--- src/rtl/fbf_pkg.sv ---
package fbf_pkg;
  localparam int ADDR_W     = 32;
  localparam int BEAT_SHIFT = 3;   // 8-byte beats
  localparam int MAX_BURST  = 16;
  localparam int BURST_W    = 5;
  localparam int CAP_W      = 4;

  typedef enum logic [1:0] {
    SQ_IDLE = 2'd0,
    SQ_RUN  = 2'd1,
    SQ_WAIT = 2'd2
  } seq_st_e;

  // Burst size as programmed, clamped into 1..MAX_BURST.
  function automatic logic [BURST_W-1:0] eff_burst(input logic [BURST_W-1:0] b);
    if (b == '0) return BURST_W'(1);
    if (b > BURST_W'(MAX_BURST)) return BURST_W'(MAX_BURST);
    return b;
  endfunction

  // In-flight cap as programmed, zero read as one.
  function automatic logic [CAP_W-1:0] eff_cap(input logic [CAP_W-1:0] c);
    return (c == '0) ? CAP_W'(1) : c;
  endfunction

  // Byte address of a beat within a line.
  function automatic logic [ADDR_W-1:0] beat_addr(input logic [ADDR_W-1:0] line_start,
                                                 input logic [ADDR_W-1:0] beat_idx);
    return line_start + (beat_idx << BEAT_SHIFT);
  endfunction
endpackage

--- src/rtl/fbf_fifo.sv ---
module fbf_fifo #(
  parameter int DEPTH = 32,
  parameter int W     = 64,
  parameter int LVL_W = $clog2(DEPTH + 1)
) (
  input  logic             clk,
  input  logic             rst_n,
  input  logic             flush,
  input  logic             push,
  input  logic [W-1:0]     din,
  input  logic             pop,
  output logic             valid,
  output logic [W-1:0]     dout,
  output logic [LVL_W-1:0] count
);
  localparam int PTR_W = (DEPTH > 1) ? $clog2(DEPTH) : 1;

  logic [W-1:0]     mem [DEPTH];
  logic [PTR_W-1:0] wr_ptr, rd_ptr;
  logic             do_pop;

  assign valid  = (count != '0);
  assign do_pop = pop && valid;
  assign dout   = mem[rd_ptr];

  function automatic logic [PTR_W-1:0] nxt(input logic [PTR_W-1:0] p);
    return (p == PTR_W'(DEPTH - 1)) ? '0 : p + PTR_W'(1);
  endfunction

  always_ff @(posedge clk or negedge rst_n) begin
    if (!rst_n) begin
      wr_ptr <= '0;
      rd_ptr <= '0;
      count  <= '0;
    end else if (flush) begin
      wr_ptr <= '0;
      rd_ptr <= '0;
      count  <= '0;
    end else begin
      if (push)   wr_ptr <= nxt(wr_ptr);
      if (do_pop) rd_ptr <= nxt(rd_ptr);
      count <= count + LVL_W'(push) - LVL_W'(do_pop);
    end
  end

  always_ff @(posedge clk) begin
    if (push && !flush) mem[wr_ptr] <= din;
  end

  AST_NO_OVERFLOW: assert property (@(posedge clk) disable iff (!rst_n)
    (push && !flush) |-> (32'(count) < DEPTH || do_pop));
endmodule

--- src/rtl/fbf_track.sv ---
module fbf_track import fbf_pkg::*; #(
  parameter int LVL_W = 6
) (
  input  logic               clk,
  input  logic               rst_n,
  input  logic               kill,
  input  logic               issue,
  input  logic [BURST_W-1:0] issue_beats,
  input  logic               rsp_valid,
  input  logic               rsp_last,
  input  logic [CAP_W-1:0]   cap_eff,
  output logic               below_cap,
  output logic               live_idle,
  output logic               dropping,
  output logic [LVL_W-1:0]   pending
);
  localparam int OC_W = CAP_W + 1;

  logic [OC_W-1:0] out_cnt, drop_cnt, out_nxt, live_cnt;
  logic            last_fire;

  assign last_fire = rsp_valid && rsp_last;
  assign out_nxt   = out_cnt + OC_W'(issue) - OC_W'(last_fire);
  assign dropping  = (drop_cnt != '0);
  assign live_cnt  = out_cnt - drop_cnt;
  assign live_idle = (live_cnt == '0);
  assign below_cap = (out_cnt < OC_W'(cap_eff));

  always_ff @(posedge clk or negedge rst_n) begin
    if (!rst_n) begin
      out_cnt  <= '0;
      drop_cnt <= '0;
      pending  <= '0;
    end else begin
      out_cnt <= out_nxt;
      // Everything owed at a kill belongs to the cancelled frame.
      if (kill) drop_cnt <= out_nxt;
      else      drop_cnt <= drop_cnt - OC_W'(last_fire && dropping);
      pending <= pending + (issue ? LVL_W'(issue_beats) : '0) - LVL_W'(rsp_valid);
    end
  end

  AST_LIVE_CAP: assert property (@(posedge clk) disable iff (!rst_n)
    live_cnt <= OC_W'(cap_eff));
  AST_DROP_BOUND: assert property (@(posedge clk) disable iff (!rst_n)
    drop_cnt <= out_cnt);
endmodule

--- src/rtl/fbf_seq.sv ---
module fbf_seq import fbf_pkg::*; #(
  parameter int LEN_W = 16,
  parameter int CNT_W = 12,
  parameter int LVL_W = 6
) (
  input  logic               clk,
  input  logic               rst_n,
  input  logic               frame_start,
  input  logic               abort,
  input  logic               underrun,
  input  logic [ADDR_W-1:0]  cfg_base,
  input  logic [LEN_W-1:0]   cfg_len,
  input  logic [CNT_W-1:0]   cfg_lines,
  input  logic [ADDR_W-1:0]  cfg_pitch,
  input  logic [BURST_W-1:0] cfg_burst,
  input  logic [CAP_W-1:0]   cfg_cap,
  input  logic               below_cap,
  input  logic [LVL_W-1:0]   fifo_space,
  input  logic               live_idle,
  input  logic               req_ready,
  output logic               req_valid,
  output logic [ADDR_W-1:0]  req_addr,
  output logic [BURST_W-1:0] req_beats,
  output logic               issue,
  output logic [CAP_W-1:0]   cap_eff,
  output logic               dma_end
);
  localparam int BEAT_W = LEN_W - BEAT_SHIFT;

  seq_st_e            st;
  logic [ADDR_W-1:0]  line_start, pitch_q;
  logic [BEAT_W-1:0]  line_beats, beat_off, remaining;
  logic [CNT_W-1:0]   lines_q, line_idx;
  logic [BURST_W-1:0] burst_q, burst_now;
  logic               line_done;
  logic [BEAT_W-1:0]  cfg_beats;

  assign cfg_beats = cfg_len[LEN_W-1:BEAT_SHIFT];
  assign remaining = line_beats - beat_off;
  assign burst_now = (remaining < BEAT_W'(burst_q)) ? BURST_W'(remaining) : burst_q;
  assign line_done = (beat_off + BEAT_W'(burst_now)) == line_beats;

  assign req_valid = (st == SQ_RUN) && below_cap && (fifo_space >= LVL_W'(burst_now));
  assign req_beats = burst_now;
  assign req_addr  = beat_addr(line_start, ADDR_W'(beat_off));
  assign issue     = req_valid && req_ready;
  assign dma_end   = (st == SQ_WAIT) && live_idle;

  always_ff @(posedge clk or negedge rst_n) begin
    if (!rst_n) begin
      st         <= SQ_IDLE;
      line_start <= '0;
      pitch_q    <= '0;
      line_beats <= '0;
      beat_off   <= '0;
      lines_q    <= '0;
      line_idx   <= '0;
      burst_q    <= BURST_W'(8);
      cap_eff    <= CAP_W'(4);
    end else if (frame_start) begin
      line_start <= cfg_base;
      pitch_q    <= cfg_pitch;
      line_beats <= cfg_beats;
      lines_q    <= cfg_lines;
      line_idx   <= '0;
      beat_off   <= '0;
      burst_q    <= eff_burst(cfg_burst);
      cap_eff    <= eff_cap(cfg_cap);
      st         <= (cfg_lines == '0 || cfg_beats == '0) ? SQ_WAIT : SQ_RUN;
    end else if (abort) begin
      st <= SQ_IDLE;
    end else if (underrun && st == SQ_RUN) begin
      st <= SQ_IDLE;
    end else if (issue) begin
      if (line_done) begin
        beat_off   <= '0;
        line_start <= line_start + pitch_q;
        line_idx   <= line_idx + CNT_W'(1);
        if (line_idx == lines_q - CNT_W'(1)) st <= SQ_WAIT;
      end else begin
        beat_off <= beat_off + BEAT_W'(burst_now);
      end
    end else if (dma_end) begin
      st <= SQ_IDLE;
    end
  end

  AST_LINE_BOUND: assert property (@(posedge clk) disable iff (!rst_n)
    req_valid |-> (32'(beat_off) + 32'(req_beats)) <= 32'(line_beats));
  AST_BURST_RANGE: assert property (@(posedge clk) disable iff (!rst_n)
    req_valid |-> (req_beats != '0 && 32'(req_beats) <= MAX_BURST));
  AST_UNDERRUN_HALT: assert property (@(posedge clk) disable iff (!rst_n)
    (underrun && !frame_start) |=> !req_valid);
endmodule

--- src/rtl/fb_line_fetch.sv ---
module fb_line_fetch import fbf_pkg::*; #(
  parameter int LEN_W  = 16,
  parameter int CNT_W  = 12,
  parameter int DEPTH  = 32,
  parameter int DATA_W = 64
) (
  input  logic               clk,
  input  logic               rst_n,
  input  logic               frame_start,
  input  logic               abort,
  input  logic               underrun,
  input  logic [ADDR_W-1:0]  cfg_base,
  input  logic [LEN_W-1:0]   cfg_len,
  input  logic [CNT_W-1:0]   cfg_lines,
  input  logic [ADDR_W-1:0]  cfg_pitch,
  input  logic [BURST_W-1:0] cfg_burst,
  input  logic [CAP_W-1:0]   cfg_cap,
  output logic               req_valid,
  input  logic               req_ready,
  output logic [ADDR_W-1:0]  req_addr,
  output logic [BURST_W-1:0] req_beats,
  input  logic               rsp_valid,
  input  logic [DATA_W-1:0]  rsp_data,
  input  logic               rsp_last,
  input  logic               rsp_err,
  output logic               pix_valid,
  input  logic               pix_ready,
  output logic [DATA_W-1:0]  pix_data,
  output logic               dma_end,
  output logic               bus_err
);
  localparam int LVL_W = $clog2(DEPTH + 1);

  logic             kill, issue, below_cap, live_idle, dropping, push;
  logic [CAP_W-1:0] cap_eff;
  logic [LVL_W-1:0] pending, fifo_count, fifo_space;

  assign kill       = frame_start || abort;
  assign push       = rsp_valid && !dropping && !rsp_err;
  assign fifo_space = LVL_W'(DEPTH) - fifo_count - pending;

  fbf_seq #(.LEN_W(LEN_W), .CNT_W(CNT_W), .LVL_W(LVL_W)) u_seq (
    .clk(clk), .rst_n(rst_n), .frame_start(frame_start), .abort(abort),
    .underrun(underrun), .cfg_base(cfg_base), .cfg_len(cfg_len),
    .cfg_lines(cfg_lines), .cfg_pitch(cfg_pitch), .cfg_burst(cfg_burst),
    .cfg_cap(cfg_cap), .below_cap(below_cap), .fifo_space(fifo_space),
    .live_idle(live_idle), .req_ready(req_ready), .req_valid(req_valid),
    .req_addr(req_addr), .req_beats(req_beats), .issue(issue),
    .cap_eff(cap_eff), .dma_end(dma_end)
  );

  fbf_track #(.LVL_W(LVL_W)) u_track (
    .clk(clk), .rst_n(rst_n), .kill(kill), .issue(issue),
    .issue_beats(req_beats), .rsp_valid(rsp_valid), .rsp_last(rsp_last),
    .cap_eff(cap_eff), .below_cap(below_cap), .live_idle(live_idle),
    .dropping(dropping), .pending(pending)
  );

  fbf_fifo #(.DEPTH(DEPTH), .W(DATA_W), .LVL_W(LVL_W)) u_fifo (
    .clk(clk), .rst_n(rst_n), .flush(kill), .push(push), .din(rsp_data),
    .pop(pix_ready), .valid(pix_valid), .dout(pix_data), .count(fifo_count)
  );

  always_ff @(posedge clk or negedge rst_n) begin
    if (!rst_n) bus_err <= 1'b0;
    else        bus_err <= rsp_valid && rsp_err && !dropping;
  end

  AST_LEVEL_BOUND: assert property (@(posedge clk) disable iff (!rst_n)
    (32'(fifo_count) + 32'(pending)) <= DEPTH);
  AST_ABORT_QUIET: assert property (@(posedge clk) disable iff (!rst_n)
    abort |=> !pix_valid);
  AST_RESTART_QUIET: assert property (@(posedge clk) disable iff (!rst_n)
    frame_start |=> !pix_valid);
  AST_DMA_END_PULSE: assert property (@(posedge clk) disable iff (!rst_n)
    dma_end |=> !dma_end);
endmodule

--- config.mk ---
export PLATFORM = sky130hd
export DESIGN_NAME = fb_line_fetch
export DESIGN_NICKNAME = d
export VERILOG_FILES = /design/src/rtl/fbf_pkg.sv /design/src/rtl/fbf_fifo.sv /design/src/rtl/fbf_track.sv /design/src/rtl/fbf_seq.sv /design/src/rtl/fb_line_fetch.sv
export SDC_FILE = /design/constraint.sdc
export NUM_CORES = 2
export LEC_CHECK = 0
export ABC_AREA = 1
export BUFFER_PORTS_ARGS = -buffer_cell sky130_fd_sc_hd__buf_2
export CORE_ASPECT_RATIO = 0.8
export CORE_MARGIN = 1
export CORE_UTILIZATION = 65
export DETAILED_ROUTE_END_ITERATION = 12
export PLACE_DENSITY = 0.83
export SLEW_MARGIN = 20
export SYNTH_ARGS = -nofsm -noshare
export SYNTH_HDL_FRONTEND = slang
export SYNTH_SLANG_ARGS = --single-unit
--- constraint.sdc ---
create_clock -name clk -period 9.65 [get_ports clk]
set_input_delay 2.895 -clock clk [delete_from_list [all_inputs] [get_ports clk]]
set_output_delay 2.895 -clock clk [all_outputs]
set_load 0.005 [all_outputs]
==> results by group <==
Die
  – IO Count: 280
  – Initial Utilization: 0.655
  – Die Height: 339 um
  – Die Wd: ~420 um
  – Die footprint: 143,000 um2
  – # rows: around 120
  – Core Box Area: ~140,000 um2

Power
  – Combinational power share: 0.161
  – Sw Ratio: 0.275
  – Clock Power Share: 0.350
  – Leakage: 35.9 nW
  – Int Power: between 0.015 and 0.02 W
  – Pwr per Cell Area: between 200 and 250 nW/um2
  – Psw: 0.00604 W
  – Sequential power share: 0.489
  – Max IR drop VDD: 0.190 mV

Setup path
  – Worst-path maximum fanout: 6
  – RR Startpoint: u_seq.beat_off[0]
  – Most common cell on crit path: nand2_1
  – Worst stage delay on the critical path: 0.56 ns
  – CP arrival: 5.24 ns
  – CP Data Required Time: 6.76 ns
  – Critical Setup Path Class: flip-flop to output pin
  – Crit-path slowest cell: a2111oi_2
  – CP Launch Type: flip-flop
  – CP Capture Type: output pin
  – Worst reg2reg setup slack: about 2.7 ns
  – Worst Reg-to-Reg Cells: 33
  – Critical R2R Capture: u_seq.line_start[4]

Placement
  – GP Congestion: 0.931
  – Placed instance area: 95,500 um2
  – Worst slack, placed: 2.35 ns
  – IO Port Bufs: 276
  – HPWL after DPL: 129,000 um

Yosys
  – Post-synth top area share: 0.667
  – Count leader, synth: edfxtp_1
  – Yosys cell types: 45
  – Cells after Synth: around 7,800
  – Synth Area per Inst: 11.9 um2
  – Top_reg_cell synth: edfxtp_1
  – Warnings from Yosys: 0
  – Syn Nets: between 8,000 and 9,000
  – Ys async rst share: 0.0716
  – Yosys top cell by area: edfxtp_1
  – Part of the Yosys area used for sequential elements: 0.710
  – Cell Area, Synth: 92,200 um2
  – Synth area leaders: edfxtp_1 67%, o21ai_0 7.1%, nor2_1 5.6%, dfrtp_1 4.2%, o22ai_1 4.2%
  – Synth cell count leaders: 2,048 x edfxtp_1, 1,363 x nor2_1, 1,302 x o21ai_0
  – EDFF count, synth: 2,048
  – Post-synthesis register bit count: 2,206

Final layout
  – Multi-input logic area: 24,200 um2
  – Share of post-route cells with drive strength above 1: 0.0889
  – Filler Cell Count: 8,672
  – Area grow syn2layout: 10.4%
  – Design Area, Final: a little over 100,000 um2
  – # nets final: 8,160
  – Final Util: 0.724
  – Sequential Area: 65,500 um2

Clocking
  – CTS resizes: 0
  – Clock transition at the registers of the reported paths: roughly 0.06 ns
  – Longest Clk Path Bufs: 3
  – Clk root buf: clkbuf_16
  – CTS tree: yes
  – Htree depth: 4
  – CTS Hold Bufs: 0
  – Inserted Clock Buffers: 198
  – Post-CTS Setup Inserts: 0
  – Clock sinks: ~2,200
  – Worst skew pair latency: approximately 0.88 ns

Hold path
  – Worst Hold Launch: u_seq.st[0]
  – Hold-critical path depth: 2
  – Hold Crit Endpoint: u_seq.st[0]
  – Worst hold path class: flip-flop to flip-flop

Status
  – Result of the run: finished, final reports clean

Global routing
  – Antenna violations before repair: 15
  – First-pass GRT wire length: 373,000 um
  – Largest net degree at the start of global routing: 223
  – Number of global-route vias before repair: ~63,000
  – Congestion Overflow GR: 0
  – GRT Total Usage: 0.344

STA
  – Worst Tran Pin Value: 1.12 ns
  – Final WS setup: roughly 1.5 ns
  – Final period util: 0.843
  – Endpoints failing setup: 0
  – RSZ-0062 raised after global routing: no
  – Max-slew headroom: 0.252
  – Clock Skew: between 0.08 and 0.09 ns
  – Setup TNS: 0 ns
  – Pins over their slew limit: 0
  – Hold Fails Final Rpt: 0
  – Minimum clock period: 8.14 ns
  – Fmax: 123 MHz

Drt
  – # DRC: 0
  – DR pass1 iterations: 8
  – Post-Route WL: 251,000 um
  – DRC violation total after the first TritonRoute iteration: between 10,000 and 15,000
  – Routed len/inst: 25.4 um
  – Vias per cell: 6.63
  – Via count: 65,708
  – Final ANT Viol Nets: 0

Flow run
  – Max-cap violations: 0
-- state kept, by name, indices dropped and copies added (netlist names), 12 cells and up --
signal	flops
u_fifo.mem	2048
u_seq.beat_off	13
u_seq.line_beats	13
u_seq.line_idx	12
u_seq.line_start	32
u_seq.lines_q	12
u_seq.pitch_q	32
-- worst max-delay path: cells and delay by family, from the launching register on --
family	cells	cell delay, ns
and+or+nand+nor	15	1.22
buffers and inverters	5	0.44
AOI/OAI and AO/OA	2	0.87
adders and majority gates	4	1.26
DFF	1	0.43
xor gates and xnor gates	1	0.22
-- metal layers --
layer	global-route usage	part of all wire	vias up
met5	0	0.000092	-
li1	-	-	28374
met2	0.535	0.47	5133
met4	0.173	0.048	4
met1	0.473	0.36	31353
met3	0.0603	0.13	844
-- cells by family after synthesis --
| logic type | synth area share |
|---|---|
| muxes | 0.00130 |
| and+or+nand+nor | 0.105 |
| buffers and inverters | 0.0301 |
| DFF | 0.710 |
| xor gates and xnor gates | 0.00889 |
| adders and majority gates | 0.0180 |
| AOI/OAI and AO/OA | 0.127 |
-- through the flow --
stage / instances / power [W] / hold WS (ns)
floorplan: 7763 / 0.0133 / 0.442
global placement: 9529 / 0.0142 / 0.458
detailed placement: 9531 / 0.0144 / 0.470
CTS: 9893 / 0.0219 / 0.484
global route: 9904 / 0.0227 / 0.494
finish: 9905 / 0.0219 / 0.476
-- layout by cell type, fill, tap and decap left out, types with 7 or more instances in the layout --
cell and instances:
a21oi_1 145, buf_12 33, buf_2 274, buf_4 61
bufinv_16 12, clkbuf_1 35, clkbuf_16 200, clkinv_1 58
clkinv_2 30, dfrtp_1 151, diode_2 11, edfxtp_1 2048
fa_1 8, ha_1 120, inv_1 238, mux2i_1 12
nand2_1 827, nand2_2 7, nand3_1 171, nand4_1 30
nor2_1 1331, nor2_4 32, nor3_1 25, nor4_1 10
o21ai_0 1302, o21ai_1 15, o21bai_1 7, o22ai_1 620
o31ai_1 27, or2_2 14, xnor2_1 28, xor2_1 63
-- area by class of cell --
class,instances,share of cell area
antenna,11,0.000270
clock buffer,237,0.0507
clock inverter,125,0.0107
inverter,245,0.00933
multi-input combinational,4835,0.238
sequential,2206,0.643
tap,1875,0.0230
timing repair buffer,371,0.0251
-- power groups by stage --
stage               clock [W]  sequential, W  combinational [W]
floorplan                   0         0.0109            0.00247
global placement            0         0.0109            0.00332
detailed placement          0         0.0109            0.00344
finish                0.00768         0.0107            0.00354
global route          0.00806         0.0107            0.00395
CTS                   0.00769         0.0107            0.00348
-- how the worst max path moves through the flow --
stage                      start                end
2_1_floorplan              abort   u_fifo.mem[0][0]
3_3_place_gp   u_seq.beat_off[0]          req_valid
3_5_place_dp         frame_start  u_fifo.mem[9][19]
4_1_cts        u_seq.beat_off[0]          req_valid
5_1_grt        u_seq.beat_off[0]          req_valid
6_report       u_seq.beat_off[0]          req_valid
(Power assumes the default switching activity.)
